--- src/rtl/csg_pkg.sv ---
package csg_pkg;
    localparam int unsigned REG_W    = 16;
    localparam int unsigned FLAG_BIT = 15;
    localparam int unsigned HZEN_BIT = 9;
    localparam int unsigned IEN_BIT  = 8;

    typedef struct packed {
        logic flag;
        logic hzen;
        logic hzlock;
        logic ien;
        logic armed;
        logic hiz;
    } ctrl_state_t;
endpackage

--- src/rtl/csg_sync.sv ---
module csg_sync #(
    parameter int unsigned WIDTH  = 3,
    parameter int unsigned STAGES = 2
) (
    input  logic             clk,
    input  logic             rst_n,
    input  logic [WIDTH-1:0] din,
    output logic [WIDTH-1:0] dout
);
    logic [STAGES-1:0][WIDTH-1:0] chain_d, chain_q;

    always_comb begin
        chain_d[0] = din;
        for (int i = 1; i < STAGES; i++) begin
            chain_d[i] = chain_q[i-1];
        end
    end

    always_ff @(posedge clk or negedge rst_n) begin
        if (!rst_n) chain_q <= '0;
        else        chain_q <= chain_d;
    end

    assign dout = chain_q[STAGES-1];
endmodule

--- src/rtl/csg_pair_cmp.sv ---
module csg_pair_cmp (
    input  logic hi,
    input  logic lo,
    input  logic act_high,
    output logic both_active
);
    logic hi_act, lo_act;

    always_comb begin
        hi_act      = act_high ? hi : ~hi;
        lo_act      = act_high ? lo : ~lo;
        both_active = hi_act & lo_act;
    end
endmodule

--- src/rtl/csg_ctrl_reg.sv ---
module csg_ctrl_reg
    import csg_pkg::*;
(
    input  logic             clk,
    input  logic             rst_n,
    input  logic             short_now,
    input  logic             reg_rd,
    input  logic             reg_wr,
    input  logic [REG_W-1:0] reg_wdata,
    output logic [REG_W-1:0] reg_rdata,
    output logic             hiz_req,
    output logic             irq_req
);
    ctrl_state_t st_d, st_q;
    logic        clr_ok;

    always_comb begin
        st_d   = st_q;
        clr_ok = reg_wr && st_q.armed && !reg_wdata[FLAG_BIT];
        if (reg_wr) begin
            st_d.ien   = reg_wdata[IEN_BIT];
            st_d.armed = 1'b0;
            if (!st_q.hzlock) begin
                st_d.hzen   = reg_wdata[HZEN_BIT];
                st_d.hzlock = 1'b1;
            end
        end
        if (reg_rd) begin
            st_d.armed = st_q.flag;
        end
        // a live short outranks a clearing write
        st_d.flag = short_now | (st_q.flag & ~clr_ok);
        st_d.hiz  = st_d.flag & st_d.hzen;
    end

    always_ff @(posedge clk or negedge rst_n) begin
        if (!rst_n) st_q <= '0;
        else        st_q <= st_d;
    end

    always_comb begin
        reg_rdata           = '0;
        reg_rdata[FLAG_BIT] = st_q.flag;
        reg_rdata[HZEN_BIT] = st_q.hzen;
        reg_rdata[IEN_BIT]  = st_q.ien;
    end

    assign hiz_req = st_q.hiz;
    assign irq_req = st_q.flag & st_q.ien;
endmodule

--- src/rtl/cpair_short_guard.sv ---
module cpair_short_guard
    import csg_pkg::*;
#(
    parameter int unsigned NUM_PAIRS   = 3,
    parameter int unsigned SYNC_STAGES = 2
) (
    input  logic                 clk,
    input  logic                 rst_n,
    input  logic [NUM_PAIRS-1:0] drv_hi,
    input  logic [NUM_PAIRS-1:0] drv_lo,
    input  logic [NUM_PAIRS-1:0] act_high,
    input  logic                 reg_rd,
    input  logic                 reg_wr,
    input  logic [REG_W-1:0]     reg_wdata,
    output logic [REG_W-1:0]     reg_rdata,
    output logic                 hiz_req,
    output logic                 irq_req
);
    localparam int unsigned SYNC_W = 2 * NUM_PAIRS;

    logic [SYNC_W-1:0]    sync_out;
    logic [NUM_PAIRS-1:0] pair_short;
    logic                 short_now;

    csg_sync #(.WIDTH(SYNC_W), .STAGES(SYNC_STAGES)) u_sync (
        .clk  (clk),
        .rst_n(rst_n),
        .din  ({drv_lo, drv_hi}),
        .dout (sync_out)
    );

    for (genvar p = 0; p < NUM_PAIRS; p++) begin : g_pair
        csg_pair_cmp u_cmp (
            .hi         (sync_out[p]),
            .lo         (sync_out[NUM_PAIRS+p]),
            .act_high   (act_high[p]),
            .both_active(pair_short[p])
        );
    end

    assign short_now = |pair_short;

    csg_ctrl_reg u_ctrl (
        .clk      (clk),
        .rst_n    (rst_n),
        .short_now(short_now),
        .reg_rd   (reg_rd),
        .reg_wr   (reg_wr),
        .reg_wdata(reg_wdata),
        .reg_rdata(reg_rdata),
        .hiz_req  (hiz_req),
        .irq_req  (irq_req)
    );
endmodule

--- config.mk ---
export PLATFORM = sky130hd
export DESIGN_NAME = cpair_short_guard
export DESIGN_NICKNAME = d
export VERILOG_FILES = /design/src/rtl/csg_pkg.sv /design/src/rtl/csg_sync.sv /design/src/rtl/csg_pair_cmp.sv /design/src/rtl/csg_ctrl_reg.sv /design/src/rtl/cpair_short_guard.sv
export SDC_FILE = /design/constraint.sdc
export NUM_CORES = 1
export LEC_CHECK = 0
export ABC_AREA = 1
export ABC_CLOCK_PERIOD_IN_PS = 900
export CAP_MARGIN = 5
export CORE_MARGIN = 10
export CORE_UTILIZATION = 48
export DETAILED_ROUTE_END_ITERATION = 8
export DONT_BUFFER_PORTS = 1
export PLACE_DENSITY = 0.71
export SYNTH_ARGS = -nofsm -noshare
export SYNTH_HDL_FRONTEND = slang
export SYNTH_SLANG_ARGS = --single-unit
--- constraint.sdc ---
create_clock -name clk -period 0.9 [get_ports clk]
set_input_delay 0.135 -clock clk [delete_from_list [all_inputs] [get_ports clk]]
set_output_delay 0.135 -clock clk [all_outputs]
set_load 0.05 [all_outputs]
# Word-level counts from Yosys, hierarchy flattened
# Index checks and enable logic that the tools add are counted.
op_classes:
  n_mux: 9
  bitwise_logic: 14
  n_reduce_logical: 5
ops:
  columns: ["cell", "n"]
  rows:
  - ["$mux 1", 7]
  - ["$not 1->1", 7]
  - ["$and 1x1->1", 6]
  - ["$mux 4", 1]
  - ["$reduce_or 3->1", 1]
  - ["$logic_and 1x1->1", 2]
  - ["$mux 2", 1]
  - ["$reduce_bool 2->1", 1]
  - ["$logic_not 1->1", 1]
  - ["$or 1x1->1", 1]
totals:
  ff_bits: 18
  input_bits: 29
  out_inout_bits: 18
  elab_cells: 36

# Longest topological paths before layout
# Gate-level depths: netlist of run 1.
depth:
  depth_word: 6
  mapped_depth: 7
  ltp_nobuf: 7

# Modules after synthesis
# From an unflattened synthesis of run 1, not the netlist that was laid out.
unflattened:
  cells_unflattened: 77
  area_unflattened_um2: 747.0
modules_own_cells:
  columns: ["module", "n_inst", "cells_per_inst", "area_each_um2", "seq_area_each_um2"]
  rows:
  - ["csg_ctrl_reg", 1, 47, 375.4, 150.1]
  - ["csg_sync", 1, 12, 300.3, 300.3]
  - ["csg_pair_cmp", 3, 5, 20.0, 0.0]
  - ["cpair_short_guard", 1, 3, 11.3, 0.0]

# Least setup slack after synthesis of run 1
# Ideal clock, no wire load.
synth_path:
  path_type: "register to output"
  start: "reg u_ctrl.st_q, in the netlist u_ctrl.reg_rdata[15]"
  end: "out irq_req"
  t_arrival_ps: 731
  required_time_ps: 765
  slack_ps: 34
  path_stages_with_launch: 3
  path_buffers: 0
  path_cell_list: "dfrtp_1 > nand2_1 > inv_1"
synth_between:
  elab_chain_len: 1
synth_rtl:
  columns: ["element", "line_no", "rtl"]
  rows:
  - ["from (decl)", "csg_ctrl_reg.sv:14", "ctrl_state_t st_d, st_q;"]
  - ["from (signal assigned)", "csg_ctrl_reg.sv:38", "else st_q <= st_d;"]
  - ["$and 1x1->1", "csg_ctrl_reg.sv:49", "assign irq_req = st_q.flag & st_q.ien;"]
  - ["to (decl)", "cpair_short_guard.sv:17", "output logic irq_req"]
# Every way passes these cells.

# Final worst setup path of run 1
layout_path:
  start: "reg u_ctrl.st_q, in the netlist u_ctrl.reg_rdata[8]"
  end: "out irq_req"
# The elaborated chain is that of the path after synthesis.

==> impl_metrics.py, run 1 <==
metrics = {
    "status": {
        "status": "complete, but fails checks",
        "failed_checks": "negative hold slack, negative setup slack",
    },
    "synthesis": {
        "synth_seq_area_share_pct": 61.0,
        "synth-seq-cells": 18,
        "netlist_area_um2": 738,
        "synthCells": 74,
        "synth_area_leader_cell": "dfrtp_1",
        "synth.distinct_cells": 10,
        "syn-mean-instance-area_um2": 9.98,
        "synth_top_area_share_pct": 61.0,
        "ys_warn_count": 0,
        "yosys-top-cells-area": "dfrtp_1, buf_4, nand2_1",
    },
    "global_route": {
        "grt_usage_pct": 7.53,
        "grt_pass1_wl_um": 1950,
        "grt_overflow": 0,
        "grt_max_degree": 19,
        "antenna_found_initial": 0,
        "grt_pass1_vias": 434,
    },
    "flow_run": {
        "max_cap_viol_count": 0,
    },
    "final_layout": {
        "fill_cells": 111,
        "multi_input_area_um2": 183,
        "fin_nets": 122,
        "drive_gt1_share_pct": 18.5,
        "diodes": 0,
        "seqCellArea_um2": 450,
        "area_growth_pct": 24.7,
    },
    "pwr": {
        "ir_drop_mv": 1.26,
        "p_switching_mw": 0.475,
        "leakage_nw": 0.477,
        "clkPwrFrac_pct": 27.9,
        "seqPwrFrac_pct": 52.2,
        "cellPowerDensity_nw_per_um2": 1810,
        "p_comb_share_pct": 19.8,
        "p_sw_share_pct": 28.5,
        "p_total_mw": 1.67,
        "intPower_mw": 1.19,
    },
    "hold_path": {
        "hp-class": "primary input to async pin",
    },
    "critical_path": {
        "crit_chain": "nand2_2, inv_2, buf_12",
        "critPathSlowestCell": "dfrtp_1",
        "required_ns": 0.76,
        "path_max_fanout": 3,
        "critPathMaxStageDelay_ns": 0.42,
        "critPathTopFamily": "flip-flops",
        "path_buf_inv": 2,
        "worstPathArrival_ns": 0.97,
        "critPathKind": "flip-flop to output pin",
        "worst_setup_path_end_kind": "output pin",
        "critical_path.startpoint_type": "flip-flop",
    },
    "timing": {
        "layout_setup_ws_ns": -0.203,
        "finalHoldViolations": 10,
        "setup-violations-final": 7,
        "fmax_mhz": 907,
        "fin_crit_ns": 1.10,
        "max_slew_margin_pct": 47.1,
        "rsz0062_at_grt": "yes",
        "period_share_pct": 123,
        "clock_skew_ns": 0.00264,
        "slew_violations": 0,
        "setup_tns_ns": -0.677,
        "holdWs_ns": -0.00378,
        "worstMarginPinSlew_ns": 0.794,
    },
    "drt": {
        "wire_per_inst_um": 12.5,
        "drt_wl_total_um": 1350,
        "ant_nets": 0,
        "drtIter0Drc": 6,
        "via_per_inst": 4.35,
        "vias": 470,
        "drt_pass1_iterations": 4,
        "drc": 0,
    },
    "floorplan": {
        "die_area_um2": 3510,
        "core_area_um2": 1470,
        "io_pins": 47,
        "die-width_um": 59.2,
        "chipHeight_um": 59.2,
        "start_util_pct": 50.2,
        "rows": 14,
    },
    "cts": {
        "htree_levels": 1,
        "clk_path_buf_depth": 2,
        "cts_inserted_buffers": 3,
        "clkLatencyLatePin_ns": 0.28,
        "tritoncts": "yes",
        "cts.clk_slew.worst_paths_ns": 0.09,
        "cts_sinks": 18,
        "cts-root-buf": "clkbuf_4",
    },
    "placement": {
        "place_congestion": 0.687,
        "hpwlAfterDp_um": 1000,
        "portBuffers": 0,
        "dpl_worst_slack_ns": 0.0337,
    },
}
[metal layers]
metal  GRT usage [%]  up-vias  wire length [um]
met5               0        -                 0
li1                -      229                 -
met3            4.08        2               199
met1            7.20      216               445
met2            11.7       23               686
met4            5.90        0                19
[flip-flops by register name, indices dropped and copies added (netlist names)]
signal,count
u_sync.chain_d,6
u_ctrl.hiz_req,1
u_ctrl.reg_rdata,3
u_ctrl.st_q,2
u_sync.dout,6
[synth_stat cells (all sizes together)]
cell / number
o21ai: 4
dfrtp: 18
nand2: 18
buf: 16
inv: 10
nor2: 5
conb: 1
nand3: 2
[kinds of logic (layout without fill, tap and decap cells)]
group                  count (synthesis)  after routing  synth area share (%)
other                                  1             13                 0.508
DFF                                   18             18                  61.0
AOI/OAI and AO/OA                      4              4                  3.73
and+or+nand+nor                       25             25                  13.4
buffers and inverters                 26             32                  21.4
[timing repair]
action,4_1_cts,5_1_grt
buffers inserted,0,2
setup endpoints to repair,5,25
gates resized for setup,2,3
pin swaps,0,2
endpoints found under the hold margin,27,1
hold buffers,10,1
[cell type report]
type	instances	share of cell area (%)
multi-input combinational	42	19.8
tap	16	2.17
sequential	18	48.9
inverter	10	4.08
timing repair buffer	18	21.1
clock buffer	4	3.94
[path summary, 6_finish.rpt]
kind	startpoint	to	slack [ns]	depth (start not counted)
setup reg to reg	u_ctrl.reg_rdata[15]	u_ctrl.hiz_req	-0.02	5
hold reg to reg	u_sync.chain_d[6]	u_sync.dout[0]	0.35	0
max in group asynchronous	rst_n	u_ctrl.st_q[3]	0.41	1
setup / recovery	u_ctrl.reg_rdata[8]	irq_req	-0.20	3
min in group clk	reg_wdata[15]	u_ctrl.reg_rdata[15]	0.06	4
hold / removal	rst_n	u_sync.dout[2]	-0.004	1
[power groups by stage]
stage	clock (mW)	sequential, mW	combinational [mW]
global route	0.522	0.875	0.349
detailed placement	0	0.886	0.261
CTS	0.487	0.869	0.313
global placement	0	0.882	0.257
floorplan	0	0.888	0.256
finish	0.466	0.871	0.330
[through the flow]
stage | hold slack, ns | cells | area [um2] | utilization [%]
after CTS | 0.00161 | 105 | 886 | 60.2
after global placement | -0.160 | 91 | 746 | 50.7
after global routing | 0.0161 | 108 | 921 | 62.6
after floorplan | -0.161 | 86 | 783 | -
after detailed placement | -0.160 | 91 | 746 | 50.7
final | -0.00378 | 108 | 921 | 62.6
[cells in the final DEF, fill, tap and decap left out]
master and instances:
buf_12 2, nand2_2 1, nor2_2 1, dlygate4sd3_1 10, conb_1 13, nand2_1 17, buf_4 4, nor2_1 4
nand3_1 1, dfrtp_1 18, inv_2 1, nand3_2 1, clkbuf_4 3, inv_1 9, dlymetal6s4s_1 1, o21ai_1 2
clkbuf_8 1, o21ai_2 2, buf_6 1
No activity file was read; power rests on OpenSTA's default activity.
==> run 2: changes to the inputs <==
Settings changed: ABC_CLOCK_PERIOD_IN_PS 900 to 1380, PLACE_DENSITY 0.71 to 0.69.
Clock period 0.9 ns to 1.38 ns, I/O delays scaled along.
==> impl_metrics.py, run 2 (synthesis gave the netlist of run 1 again) <==
metrics = {
    "critical_path": {
        "worstRegToRegCells": 6,
        "crit_chain": "nand2_1, inv_1, buf_12",
        "critPathSlowestCell": "dfrtp_1",
        "critical_path.startpoint_type": "flip-flop",
        "path_buf_inv": 2,
        "critPathMaxStageDelay_ns": 0.43,
        "worstPathArrival_ns": 1.03,
        "path_max_fanout": 4,
        "r2r_setup_slack_ns": 0.49,
        "critPathKind": "flip-flop to output pin",
        "rr_startpoint": "u_sync.dout[4]",
        "required_ns": 1.17,
        "critPathTopFamily": "flip-flops",
        "worst_setup_path_end_kind": "output pin",
        "timing.rr.end": "u_ctrl.hiz_req",
    },
    "hold_path": {
        "whs_endpoint": "u_ctrl.reg_rdata[8]",
        "hp-class": "primary input to flip-flop",
        "min_from": "reg_wr",
        "whs_path_depth": 2,
    },
    "drt": {
        "drt_pass1_iterations": 2,
        "vias": 437,
        "drt_wl_total_um": 1200,
        "via_per_inst": 4.28,
        "drc": 0,
        "ant_nets": 0,
        "drtIter0Drc": 3,
        "wire_per_inst_um": 11.7,
    },
    "pwr": {
        "ir_drop_mv": 0.661,
        "leakage_nw": 0.433,
        "cellPowerDensity_nw_per_um2": 1270,
        "p_total_mw": 1.07,
    },
    "timing": {
        "fin_crit_ns": 1.24,
        "slew_violations": 0,
        "setup-violations-final": 0,
        "rsz0062_at_grt": "no",
        "max_slew_margin_pct": 48.6,
        "worstMarginPinSlew_ns": 0.769,
        "fmax_mhz": 809,
        "period_share_pct": 89.6,
        "clock_skew_ns": 0.00628,
        "setup_tns_ns": 0,
        "finalHoldViolations": 0,
    },
    "final_layout": {
        "layout_common_cells": "nand2_1, dfrtp_1, conb_1",
        "fill_cells": 126,
        "diodes": 0,
        "fin_nets": 116,
        "drive_gt1_share_pct": 12.8,
        "area_growth_pct": 14.1,
    },
    "global_route": {
        "grt_overflow": 0,
        "antenna_found_initial": 0,
        "grt_usage_pct": 6.81,
        "grt_pass1_wl_um": 1750,
        "grt_max_degree": 19,
        "grt_pass1_vias": 405,
    },
    "cts": {
        "cts-root-buf": "clkbuf_4",
        "cts_inserted_buffers": 3,
        "htree_levels": 1,
        "clk_path_buf_depth": 2,
        "clkLatencyLatePin_ns": 0.29,
        "tritoncts": "yes",
        "cts.clk_slew.worst_paths_ns": 0.10,
        "postCtsSetupRepairBufs": 0,
        "cts_sinks": 18,
    },
    "floorplan": {
        "io_pins": 47,
        "core_area_um2": 1470,
        "start_util_pct": 50.2,
        "die-width_um": 59.2,
        "die_area_um2": 3510,
        "rows": 14,
        "chipHeight_um": 59.2,
    },
    "status": {
        "status": "finished clean",
    },
    "placement": {
        "portBuffers": 0,
        "place_congestion": 0.737,
        "hpwlAfterDp_um": 985,
    },
    "flow_run": {
        "max_cap_viol_count": 0,
    },
}
[run 2: changes by cell type in the layout (fill, tap and decap cells not counted), sizes merged]
cell / delta
dlygate4sd3: -2
buf: -3
dlymetal6s4s: -1
[run 2: final cells by class]
cell class | instances | area (um2) | area share, %
Sequential cell | 18 | 450 | 53.5
Multi-Input combinational cell | 42 | 175 | 20.8
Timing Repair Buffer | 12 | 123 | 14.6
Inverter | 10 | 37.5 | 4.46
Clock buffer | 4 | 36.3 | 4.31
Tap cell | 16 | 20.0 | 2.38
[run 2: how the worst max path moves through the flow]
stage	startpoint	end	slack [ns]	cells after the start
final	u_ctrl.reg_rdata[15]	irq_req	0.14	3
after global routing	u_ctrl.reg_rdata[15]	irq_req	0.11	3
after floorplan	u_ctrl.reg_rdata[15]	irq_req	0.44	2
after CTS	u_ctrl.reg_rdata[15]	irq_req	0.13	3
after detailed placement	u_ctrl.reg_rdata[15]	irq_req	0.46	3
after global placement	u_ctrl.reg_rdata[15]	irq_req	0.49	3
[run 2: metal layers]
metal / vias to the layer above / global-route usage, % / routed length [um] / part of all wire [%]
met4: 0 / 5.90 / 32 / 2.7
li1: 213 / - / - / -
met3: 5 / 3.22 / 141 / 12
met2: 23 / 10.4 / 590 / 49
met5: - / 0 / 0 / 0
met1: 196 / 6.75 / 432 / 36
[run 2: power by group]
part | internal [mW] | switching, mW | total (mW) | leakage, nW
Sequential | 0.553 | 0.0179 | 0.571 | 0.199
Clock | 0.161 | 0.149 | 0.309 | 0.0210
Combinational | 0.0461 | 0.139 | 0.185 | 0.213
Total | 0.760 | 0.306 | 1.07 | 0.433
[run 2: through the flow]
stage | utilization (%) | area (um2) | std cells | setup slack, ns | hold WS (ns)
after floorplan | - | 783 | 86 | 0.442 | -0.0886
after global placement | 49.3 | 726 | 90 | 0.486 | -0.0880
after detailed placement | 49.3 | 726 | 90 | 0.458 | -0.0880
after CTS | 57.2 | 842 | 102 | 0.127 | 0.0246
after global routing | 57.2 | 842 | 102 | 0.105 | 0.0265
final | 57.2 | 842 | 102 | 0.144 | 0.0339
[run 2: timing repair]
| item | 4_1_cts | 5_1_grt |
|---|---|---|
| resized for setup | 0 | 0 |
| endpoints found under the hold margin | 25 | 0 |
| endpoints found under the setup margin | 0 | 0 |
| hold buffers | 8 | 0 |
==> run 3: changes to the inputs <==
Settings changed: CTS_BUF_LIST set to sky130_fd_sc_hd__clkbuf_8.
==> impl_metrics.py, run 3 (synthesis gave the netlist of run 1 again) <==
metrics = {
    "floorplan": {
        "io_pins": 47,
        "core_area_um2": 1470,
        "start_util_pct": 50.2,
        "die_area_um2": 3510,
        "rows": 14,
        "chipHeight_um": 59.2,
        "die-width_um": 59.2,
    },
    "global_route": {
        "antenna_found_initial": 0,
        "grt_overflow": 0,
        "grt_pass1_vias": 423,
        "grt_max_degree": 19,
        "grt_usage_pct": 7.15,
        "grt_pass1_wl_um": 1770,
    },
    "status": {
        "status": "finished clean",
    },
    "critical_path": {
        "path_max_fanout": 4,
        "crit_chain": "nand2_1, inv_1, buf_12",
        "critical_path.startpoint_type": "flip-flop",
        "required_ns": 1.17,
        "critPathMaxStageDelay_ns": 0.42,
        "worst_setup_path_end_kind": "output pin",
        "critPathKind": "flip-flop to output pin",
        "critPathSlowestCell": "dfrtp_1",
        "worstPathArrival_ns": 0.99,
    },
    "timing": {
        "finalHoldViolations": 0,
        "slew_violations": 0,
        "fmax_mhz": 837,
        "setup_tns_ns": 0,
        "worstMarginPinSlew_ns": 0.763,
        "period_share_pct": 86.6,
        "fin_crit_ns": 1.19,
        "holdWs_ns": 0.0381,
        "rsz0062_at_grt": "no",
        "clock_skew_ns": 0.00260,
        "max_slew_margin_pct": 49.0,
        "setup-violations-final": 0,
    },
    "hold_path": {
        "hp-class": "primary input to flip-flop",
    },
    "cts": {
        "cts.clk_slew.worst_paths_ns": 0.06,
        "clkLatencyLatePin_ns": 0.25,
        "cts-root-buf": "clkbuf_8",
        "clk_path_buf_depth": 2,
        "cts_inserted_buffers": 3,
        "htree_levels": 1,
        "tritoncts": "yes",
        "cts_sinks": 18,
    },
    "drt": {
        "drt_wl_total_um": 1260,
        "drtIter0Drc": 4,
        "via_per_inst": 4.37,
        "drt_pass1_iterations": 2,
        "ant_nets": 0,
        "wire_per_inst_um": 12.4,
        "vias": 441,
        "drc": 0,
    },
    "flow_run": {
        "max_cap_viol_count": 0,
    },
    "placement": {
        "hpwlAfterDp_um": 985,
        "place_congestion": 0.737,
        "portBuffers": 0,
    },
    "final_layout": {
        "diodes": 0,
        "layout_common_cells": "nand2_1, dfrtp_1, conb_1",
        "fin_nets": 115,
        "drive_gt1_share_pct": 12.9,
        "area_growth_pct": 15.3,
    },
    "pwr": {
        "leakage_nw": 0.437,
        "cellPowerDensity_nw_per_um2": 1380,
        "ir_drop_mv": 0.875,
    },
}
[run 3: changes by cell type in the layout (fill, tap and decap cells not counted)]
cell           before  now
clkbuf_4            3    0
clkbuf_8            1    4
dlygate4sd3_1       8    7
[run 3: path summary, 6_finish.rpt]
kind	start	slack (ns)	endpoint	cells after the start
max	u_ctrl.reg_rdata[15]	0.19	irq_req	3
max reg2reg	u_sync.dout[4]	0.49	u_ctrl.hiz_req	6
min	reg_rd	0.04	u_ctrl.st_q[1]	1
min in group asynchronous	rst_n	0.47	u_sync.dout[2]	1
min reg2reg	u_sync.chain_d[9]	0.35	u_sync.dout[3]	0
max in group asynchronous	rst_n	0.43	u_ctrl.reg_rdata[9]	1
[run 3: critical path: cells and delay by family (launching register included)]
kind | cells | cell delay, ns
buf+inv | 2 | 0.24
simple gates | 1 | 0.08
flops | 1 | 0.42
[run 3: cell type report]
cell class	count	area, um2
inverter	10	37.5
clock buffer	4	55.1
sequential	18	450
timing repair buffer	11	113
fill	122	621
multi-input combinational	42	175
tap	16	20.0
[run 3: what timing repair did]
action	in CTS	in global routing
resized for setup	0	0
hold buffers	7	0
setup buffers	0	0
hold endpoints to repair	24	0
setup endpoints to repair	0	0
[run 3: metal layers]
metal | routed length, um | GRT usage [%] | vias to the layer above | share of wire, %
met2 | 628 | 11.3 | 23 | 50
met1 | 420 | 6.00 | 201 | 33
met5 | 0 | 0 | - | 0
li1 | - | - | 211 | -
met3 | 166 | 4.29 | 6 | 13
met4 | 40 | 6.89 | 0 | 3.2
[run 3: power by group]
group | switching, mW | leakage (nW) | internal (mW)
Combinational | 0.139 | 0.209 | 0.0442
Clock | 0.162 | 0.0288 | 0.253
Sequential | 0.0179 | 0.199 | 0.554
Total | 0.319 | 0.437 | 0.851
[run 3: stage by stage]
step                      power [mW]  setup slack, ns  cells  utilization [%]  area (um2)
after global routing            1.22            0.154    101             57.8         851
after global placement         0.736            0.486     90             49.3         726
after CTS                       1.18            0.173    101             57.8         851
after floorplan                0.746            0.442     86                -         783
final                           1.17            0.185    101             57.8         851
after detailed placement       0.740            0.458     90             49.3         726
